===== src/rtl/pdh_pkg.sv =====
package pdh_pkg;
  typedef enum logic {
    PDH_RUN  = 1'b0,
    PDH_HOLD = 1'b1
  } pdh_mode_e;
endpackage


===== src/rtl/pdh_detect.sv =====
module pdh_detect #(
  parameter int N_PD = 2
) (
  input  logic            clk,
  input  logic            rst,
  input  logic            opt_pd_en,
  input  logic [N_PD-1:0] pd_pins,
  output logic            hold_req,
  output logic            pd_active,
  output logic [N_PD-1:0] core_pd_pins
);
  import pdh_pkg::*;

  pdh_mode_e mode_q;

  // any pin high requests the hold, only when the option is set
  assign hold_req = opt_pd_en & (|pd_pins);

  always_ff @(posedge clk) begin
    if (rst) mode_q <= PDH_RUN;
    else     mode_q <= hold_req ? PDH_HOLD : PDH_RUN;
  end

  assign pd_active = (mode_q == PDH_HOLD);

  // with the option set the pins are reserved and read as zero by the core
  for (genvar i = 0; i < N_PD; i++) begin : g_pdpin
    always_ff @(posedge clk) begin
      if (rst) core_pd_pins[i] <= 1'b0;
      else     core_pd_pins[i] <= pd_pins[i] & ~opt_pd_en;
    end
  end
endmodule


===== src/rtl/pdh_hold_reg.sv =====
module pdh_hold_reg #(
  parameter int W = 8
) (
  input  logic         clk,
  input  logic         rst,
  input  logic         hold,
  input  logic [W-1:0] d,
  output logic [W-1:0] q
);
  always_ff @(posedge clk) begin
    if (rst)       q <= '0;
    else if (!hold) q <= d;
  end
endmodule


===== src/rtl/pdh_tick_gate.sv =====
module pdh_tick_gate (
  input  logic clk,
  input  logic rst,
  input  logic hold,
  input  logic tick_in,
  output logic tick_out
);
  // a tick arriving together with the hold request is dropped
  always_ff @(posedge clk) begin
    if (rst) tick_out <= 1'b0;
    else     tick_out <= tick_in & ~hold;
  end
endmodule


===== src/rtl/pd_hold_wrap.sv =====
module pd_hold_wrap #(
  parameter int N_PD  = 2,
  parameter int N_IN  = 8,
  parameter int N_OUT = 4
) (
  input  logic             clk,
  input  logic             rst,
  input  logic             opt_pd_en,
  input  logic [N_PD-1:0]  pd_pins,
  input  logic [N_IN-1:0]  pin_in,
  input  logic             ext_tick,
  input  logic [N_OUT-1:0] core_out_data,
  input  logic [N_OUT-1:0] core_out_oe,
  output logic [N_IN-1:0]  core_in,
  output logic             core_tick,
  output logic [N_PD-1:0]  core_pd_pins,
  output logic [N_OUT-1:0] pad_out,
  output logic [N_OUT-1:0] pad_oe,
  output logic             pd_active
);
  localparam int W_PAD = 2 * N_OUT;

  logic             hold_req;
  logic [W_PAD-1:0] pad_d;
  logic [W_PAD-1:0] pad_q;

  pdh_detect #(.N_PD(N_PD)) u_detect (
    .clk          (clk),
    .rst          (rst),
    .opt_pd_en    (opt_pd_en),
    .pd_pins      (pd_pins),
    .hold_req     (hold_req),
    .pd_active    (pd_active),
    .core_pd_pins (core_pd_pins)
  );

  pdh_hold_reg #(.W(N_IN)) u_in_hold (
    .clk  (clk),
    .rst  (rst),
    .hold (hold_req),
    .d    (pin_in),
    .q    (core_in)
  );

  // data and enables are frozen together, so a floating pin stays floating
  assign pad_d = {core_out_oe, core_out_data};

  pdh_hold_reg #(.W(W_PAD)) u_pad_hold (
    .clk  (clk),
    .rst  (rst),
    .hold (hold_req),
    .d    (pad_d),
    .q    (pad_q)
  );

  assign pad_out = pad_q[N_OUT-1:0];
  assign pad_oe  = pad_q[W_PAD-1:N_OUT];

  pdh_tick_gate u_tick (
    .clk      (clk),
    .rst      (rst),
    .hold     (hold_req),
    .tick_in  (ext_tick),
    .tick_out (core_tick)
  );
endmodule


===== config.mk =====
export PLATFORM = sky130hd
export DESIGN_NAME = pd_hold_wrap
export DESIGN_NICKNAME = d
export VERILOG_FILES = /design/src/rtl/pdh_pkg.sv /design/src/rtl/pdh_detect.sv /design/src/rtl/pdh_hold_reg.sv /design/src/rtl/pdh_tick_gate.sv /design/src/rtl/pd_hold_wrap.sv
export SDC_FILE = /design/constraint.sdc
export NUM_CORES = 1
export LEC_CHECK = 0
export ABC_AREA = 0
export CAP_MARGIN = 20
export CORE_MARGIN = 3
export CORE_UTILIZATION = 38
export DETAILED_ROUTE_END_ITERATION = 6
export PLACE_DENSITY = 0.81
export REMOVE_ABC_BUFFERS = 1
export SLEW_MARGIN = 20
export SYNTH_ARGS = -nofsm -noshare
export SYNTH_HDL_FRONTEND = slang
export SYNTH_HIERARCHICAL = 1
export SYNTH_SLANG_ARGS = --single-unit

===== constraint.sdc =====
create_clock -name clk -period 2.23 [get_ports clk]
set_input_delay 0.223 -clock clk [delete_from_list [all_inputs] [get_ports clk]]
set_output_delay 0.223 -clock clk [all_outputs]
set_load 0.01 [all_outputs]

==> results.md, run 1 <==
- For this run, the number of Yosys warnings is 6.
- The required time of the critical path is 2.01 ns.
- The cell count after synthesis came out at 61.
- In the synthesized netlist the dominant register cell turns out to be dfxtp_1.
- For this run, the register share of the synthesized area comes to 0.571.
- The number of buffers added by the clock tree synthesis step is 3.
- The initial cell density of the core is 0.435.
- The number of max-slew violations in the final report is 0.
- The worst clock skew is 0 ns.
- The antenna diode count is 0.
- The signed area change from the synthesized netlist to the final layout is 61.8%.
- For this run, the total global-route usage over all layers was measured as 0.128.
- The timing-limited maximum frequency is 710 MHz.
- In this run, synthesis inferred 0 flip-flops with an integrated enable.
- The number of buffers on the longest clock path is 2.
- In this run, post-CTS hold repair placed 0 buffers.
- The root buffer cell chosen for the clock tree is clkbuf_4.
- The power per cell area is 610 mW/mm^2.
- The worst-skew pair later-pin latency is 0.29 ns.
- The kind of critical path is flop to output port.
- The number of distinct library cells after synthesis is 9.
- The number of antenna violations at the first check in global routing came to 0.
- The setup slack after layout is 0.822 ns.
- The average cell area after synthesis is 11.5 um^2.
- The final hold violation count is 0.
- After detailed routing, the number of remaining DRC violations is 0.
- The class of the most critical hold timing path is flop to flop.
- The nature of the critical path endpoint is an output port.
- The vias after detailed routing is 555.
- The startpoint class of the critical path is a flop.
- The CTS tree is yes.
- The top cell family by delay on the critical path is buffers and inverters.
- The worst endpoint data arrival time is 1.19 ns.
- The number of standard cells in the final layout excluding fillers is 125.
- The number of gates resized after CTS is 0.
- In the finished design, the share of the clock period the worst path needs comes to 0.631.
- Summed over all layers, the global routing overflow is 0.
- The pin slew with the least headroom to its limit is 0.759 ns.
- The number of I/O port buffers is 41.
- The sum of negative setup slack is 0 ns.
- In the routed layout, each cell is associated on average with a via count of 4.44.
- The congestion estimate from routability-driven global placement came to 0.614.
- The biggest area contributor in the post-synthesis netlist is dfxtp_1.
- In this run the static leakage power is 0.456 nW.
- The flow ran to the end, and the final reports show no timing, DRC or antenna violations.
- The die is 48.9 um wide.
- On the critical path, the stage with the largest delay is an instance of clkdlybuf4s50_1.
- In this run the standard cell core region covers 0.00161 mm^2.
- In the synthesized netlist, the cells that appear most often are 20 x dfxtp_1, 16 x mux2i_1, 16 x nor2_1.
- The count of nets after finishing is 125.
- The final setup violation count is 0.
- The number of antenna-violating nets in the routed design is 0.
- The number of core rows is 14.
- The initial DRC count is 1.
- The smallest clock period supported by the final layout is computed as 1.41 ns.
- CTS built an H-tree with a depth of 1.
- After clock tree synthesis, the clock-pin slew on the worst setup and hold paths is 0.10 ns.
- IR analysis of the VDD net gives a maximum drop of 0.000376 V.
- The synthesized cell area is 701 um^2.
- For this block, the routed nets add up to 1430 um of wire.
- From bottom edge to top edge, the die measures 48.9 um.
- Including well taps, the total number of placed cells is 122.
- The die covers 0.00240 mm^2.
- Entering global routing, the biggest net connects 21 pins.
- Along the worst path, the maximum fanout reaches 2.
- The via count of the first global-routing pass is 595.
- The async set or reset register ratio after synthesis is 0.
- The number of buffers and inverters on the critical path is 1.
- The post-placement setup slack is 0.522 ns.
- In the post-synthesis netlist, the cell with the most instances is dfxtp_1.
- In this run the post-CTS setup repair buffer count came out at 0.
- The synthesis-stage register bit count is 20.
- The top-area cell type share of the netlist area is 0.571.
- The global-route wire length before repair is 2450 um.
- The average detailed-routed wire length per instance is 11.4 um.
- Setup repair after global routing left no endpoint under its margin.
- The tool flagged a number of max-cap violations equal to 0.
- Sorting the synthesized cells by area gives the leading types as dfxtp_1 57%, mux2i_1 23%, nor2_1 8.6%.
- The first TritonRoute pass finished after 2 iterations.
- The total clock sinks is 20.
- 42 I/O pins were placed.
- Walking the worst path, the cells encountered are clkdlybuf4s50_1.
- The filler cells instantiated in the layout total 141.
- The post-route worst hold slack is 0.505 ns.
- The largest stage delay on the critical path is 0.55 ns.
- The layout cell share with drive strength beyond 1 is 0.0594.
- The end-of-flow core utilization is 0.703.
- The headroom to the max-slew limit is 0.492.
worst paths after layout:
| check | startpoint | end | slack, ns | cells past startpoint |
|---|---|---|---|---|
| hold / removal | u_pad_hold/q[1]$_SDFFE_PP0N_ | u_pad_hold/q[1]$_SDFFE_PP0N_ | 0.50 | 2 |
| setup reg to reg | u_in_hold/q[1]$_SDFFE_PP0N_ | u_in_hold/q[1]$_SDFFE_PP0N_ | 1.57 | 2 |
| setup / recovery | u_pad_hold/q[7]$_SDFFE_PP0N_ | pad_oe[3] | 0.82 | 1 |
| hold reg to reg | u_pad_hold/q[1]$_SDFFE_PP0N_ | u_pad_hold/q[1]$_SDFFE_PP0N_ | 0.50 | 2 |
sequential cells by signal, indices dropped and copies added (netlist names):
| name | flops |
|---|---|
| u_tick/tick_out | 1 |
| u_detect/core_pd_pins | 2 |
| u_in_hold/q | 8 |
| u_pad_hold/q | 8 |
| u_detect/pd_active | 1 |
through the flow:
step / power, mW / instance area (um^2)
after floorplan: 0.448 / 671
after global placement: 0.539 / 1110
after detailed placement: 0.541 / 1110
after CTS: 0.701 / 1130
after global routing: 0.730 / 1130
final: 0.691 / 1130
cells in the final DEF, fill, tap and decap left out:
cell type        count
clkbuf_4             3
clkdlybuf4s50_1     41
dfxtp_1             20
mux2i_1             16
nor2_1              16
nor2b_4              1
nor3b_1              2
nor3b_2              1
o21a_2               1
where the power goes:
part	internal (mW)	leakage, nW	switching [mW]	total, mW
sequential	0.380	0.166	0.0105	0.390
combinational	0.0913	0.276	0.0498	0.141
clock	0.0627	0.0138	0.0973	0.160
layer usage:
layer | GRT usage | share of wire
met1 | 0.137 | 0.42
met2 | 0.219 | 0.47
met3 | 0.0612 | 0.11
met4 | 0.0427 | 0
met5 | 0 | 0
kinds of logic after synthesis:
kind of cell           count (synthesis)  synth area share
and+or+nand+nor                       20             0.145
AOI/OAI and AO/OA                      1            0.0125
DFF                                   20             0.571
buffers and inverters                  4            0.0429
muxes                                 16             0.229
final cells by class:
| cell class | instances | area (um^2) | share of cell area |
|---|---|---|---|
| Multi-Input combinational cell | 37 | 270 | 0.238 |
| Timing Repair Buffer | 41 | 410 | 0.362 |
| Clock buffer | 3 | 22.5 | 0.0199 |
| Tap cell | 24 | 30.0 | 0.0265 |
| Sequential cell | 20 | 400 | 0.353 |
Note: power is estimated with default switching activity, not from simulation.
==> run 2, diff against run 1 <==
--- a/config.mk
+++ b/config.mk
@@ -8,9 +8,9 @@
 export ABC_AREA = 0
 export CAP_MARGIN = 20
 export CORE_MARGIN = 3
-export CORE_UTILIZATION = 38
+export CORE_UTILIZATION = 35
 export DETAILED_ROUTE_END_ITERATION = 6
-export PLACE_DENSITY = 0.81
+export PLACE_DENSITY = 0.76
 export REMOVE_ABC_BUFFERS = 1
 export SLEW_MARGIN = 20
 export SYNTH_ARGS = -nofsm -noshare
==> constraint.sdc (replaced) <==
create_clock -name clk -period 1.33 [get_ports clk]
set_input_delay 0.133 -clock clk [delete_from_list [all_inputs] [get_ports clk]]
set_output_delay 0.133 -clock clk [all_outputs]
set_load 0.01 [all_outputs]
==> results.md, run 2 (synthesis results as in run 1) <==
- The area of the die is 0.00257 mm^2 (was 0.00240 mm^2).
- The startpoint class of the critical path was a flop (unchanged).
- The number of antenna violations at the first check in global routing is 0 (unchanged).
- The class of the most critical hold timing path is input pin to flop (was flop to flop).
- The busiest metal layer after global routing is met2 (unchanged).
- The layout cell share with drive strength beyond 1 is 0.0952 (was 0.0594).
- In the finished design, the share of the clock period the worst path needs comes to 0.967.
- The number of I/O port buffers came to 41 (unchanged).
- The pin count of the biggest net entering global routing is 21 (unchanged).
- The H-tree depth is 1 (unchanged).
- The critical path startpoint is u_in_hold/q[1]$_SDFFE_PP0N_ (was u_pad_hold/q[7]$_SDFFE_PP0N_).
- The final design instance area without fill was 0.00122 mm^2 (was 0.00113 mm^2).
- The initial cell density of the core was 0.389 (was 0.435).
- The sum of negative setup slack is 0 ns (unchanged).
- The total clock sinks is 20 (unchanged).
- The global routing usage on met1 is 0.171 (was 0.137).
- Result of the run: completed (unchanged).
- The detailed-route wire length was 1550 um (was 1430 um).
- The CTS tree is yes (unchanged).
- The largest stage delay on the critical path is 0.53 ns (was 0.55 ns).
- The CTS root buffer is clkbuf_4 (unchanged).
- The number of max-slew violations in the final report is 0 (unchanged).
- The top cell family by delay on the critical path is buffers and inverters (unchanged).
- The power per cell area is 956 mW/mm^2 (was 610 mW/mm^2).
- The kind of critical path is flop to output port (unchanged).
- The average detailed-routed wire length per instance came to 11.9 um (was 11.4 um).
- Worst path cell trace: clkdlybuf4s50_1 (unchanged).
- The number of setup buffers added after CTS came to 0 (unchanged).
- The global-route wire length before repair is 2400 um (was 2450 um).
- The most common library cell in the layout ignoring fill and taps is clkdlybuf4s50_1 (unchanged).
- The combined global-route utilization of all metal layers is 0.130 (was 0.128).
- The final setup violation count is 0 (unchanged).
- The launch instance of the worst register-to-register path is u_in_hold/q[3]$_SDFFE_PP0N_ (was u_in_hold/q[1]$_SDFFE_PP0N_).
- The top fanout value on the critical path is 2 (unchanged).
- The global-route track usage on met3 came to 0.0415 (was 0.0612).
- The count of nets after finishing came to 129 (was 125).
- The required time of the critical path is 1.20 ns (was 2.01 ns).
- The met2 demand-to-capacity share in global routing came to 0.176 (was 0.219).
- The headroom to the max-slew limit is 0.877 (was 0.492).
- The routed via count divided by cell count is 4.47 (was 4.44).
- The vias after detailed routing was 581 (was 555).
- The number of cells on the worst hold path is 2 (unchanged).
- The buffering stage count on the worst path with inverters included is 1 (unchanged).
- The slack of the worst reg-to-reg path is 0.71 ns (was 1.57 ns).
- The post-placement cell area was 0.00117 mm^2 (was 0.00111 mm^2).
- The nature of the critical path endpoint was an output port (unchanged).
- The number of standard cells in the final layout excluding fillers is 130 (was 125).
- The area of the core came to 0.00180 mm^2 (was 0.00161 mm^2).
- The max-cap check violation count is 0 (unchanged).
- The via count of the first global-routing pass is 543 (was 595).
- The number of cells after detailed placement is 127 (was 122).
- The worst clock skew is 0 ns (unchanged).
- The number of I/O pins is 42 (unchanged).
- The count of TritonRoute iterations in the first routing pass is 4 (was 2).
- The pin slew with the least headroom to its limit was 0.184 ns (was 0.759 ns).
- The final hold violation count is 0 (unchanged).
- The post-route DRC violation count is 0 (unchanged).
- Top library cells by usage in the layout, fill and taps aside: 27 x clkdlybuf4s50_1, 20 x dfxtp_1, 16 x mux2i_1, 16 x nor2_1, 13 x dlymetal6s2s_1 (was 41 x clkdlybuf4s50_1, 20 x dfxtp_1, 16 x mux2i_1, 16 x nor2_1, 3 x clkbuf_4).
- Unrepaired setup endpoints after global routing: no (unchanged).
- The number of antenna-violating nets in the routed design is 0 (unchanged).
- The die outline height came to 50.7 um (was 48.9 um).
- The worst-skew pair later-pin latency is 0.29 ns (about the same).
- The aggregate global routing overflow is 0 (unchanged).
- The maximum vdd ir drop is 0.000542 V (was 0.000376 V).
- The placer congestion estimate is 0.644 (was 0.614).
- The worst endpoint data arrival time was 1.15 ns (was 1.19 ns).
- The number of buffers added by the clock tree synthesis step is 3 (unchanged).
- The final critical-path required period is 1.29 ns.
- The initial DRC count is 4 (was 1).
- The number of buffers on the longest clock path came to 2 (unchanged).
- The reg-to-reg critical path endpoint is u_in_hold/q[3]$_SDFFE_PP0N_ (was u_in_hold/q[1]$_SDFFE_PP0N_).
- The post-DP HPWL is 1200 um.
- The path depth of the worst reg2reg path was 2 (unchanged).
- The antenna diode count is 0 (unchanged).
- The number of core rows was 15 (was 14).
- Timing would allow up to 777 MHz.
- The cell type of the slowest stage on the worst timing path is clkdlybuf4s50_1 (unchanged).
- The endpoint with the worst hold slack is u_tick/tick_out$_SDFF_PP0_ (was u_pad_hold/q[1]$_SDFFE_PP0N_).
- The clock-pin transition on the worst setup and hold timing paths was 0.09 ns (was 0.10 ns).
- The hold buffer count at CTS is 0 (unchanged).
- The leakage power figure is 0.683 nW (was 0.456 nW).
- Registers with the highest flip-flop counts: u_in_hold/q: 8 flops, u_pad_hold/q: 8 flops, u_detect/core_pd_pins: 2 flops (unchanged).
- The die span in x was 50.7 um (was 48.9 um).
- The signed area change from the synthesized netlist to the final layout is 74.3% (was 61.8%).
- The worst hold path startpoint is ext_tick (was u_pad_hold/q[1]$_SDFFE_PP0N_).
-- run 2: how the worst max path moves through the flow --
stage,end,slack [ns],cells after the start
detailed placement,u_in_hold/q[4]$_SDFFE_PP0N_,0.02,5
CTS,pad_oe[0],0.007,1
floorplan,u_in_hold/q[0]$_SDFFE_PP0N_,0.41,3
global placement,u_pad_hold/q[0]$_SDFFE_PP0N_,0.04,5
finish,core_in[1],0.04,1
global route,pad_out[2],0.006,1
-- run 2: report_power, final --
part           internal [mW]  switching [mW]
Combinational          0.162          0.0888
Sequential             0.636          0.0154
Clock                  0.105           0.160
-- run 2: timing repair --
item,4_1_cts,5_1_grt
endpoints found under the hold margin,0,0
pin swaps,0,0
cloned,0,0
setup endpoints to repair,1,13
gates resized for setup,1,13
-- run 2: layer usage --
metal  wire, um  share of wire  vias to the layer above
met3        132          0.085                        4
met4         40          0.026                        0
met5          0              0                        -
met1        733           0.47                      255
li1           -              -                      291
met2        645           0.42                       31
-- run 2: metrics by stage --
stage,utilization,hold slack (ns),setup WS [ns],total power [mW]
final,0.678,0.423,0.0433,1.17
after global routing,0.678,0.432,0.00635,1.23
after CTS,0.660,0.416,0.00705,1.19
after detailed placement,0.648,0.487,0.0182,0.928
after global placement,0.648,0.475,0.0441,0.924
after floorplan,-,0.197,0.412,0.752
-- run 2: area by class of cell --
| cell class | instances | area (um^2) |
|---|---|---|
| Clock buffer | 3 | 22.5 |
| Fill cell | 146 | 581 |
| Multi-Input combinational cell | 37 | 270 |
| Sequential cell | 20 | 400 |
| Tap cell | 25 | 31.3 |
| Timing Repair Buffer | 45 | 497 |
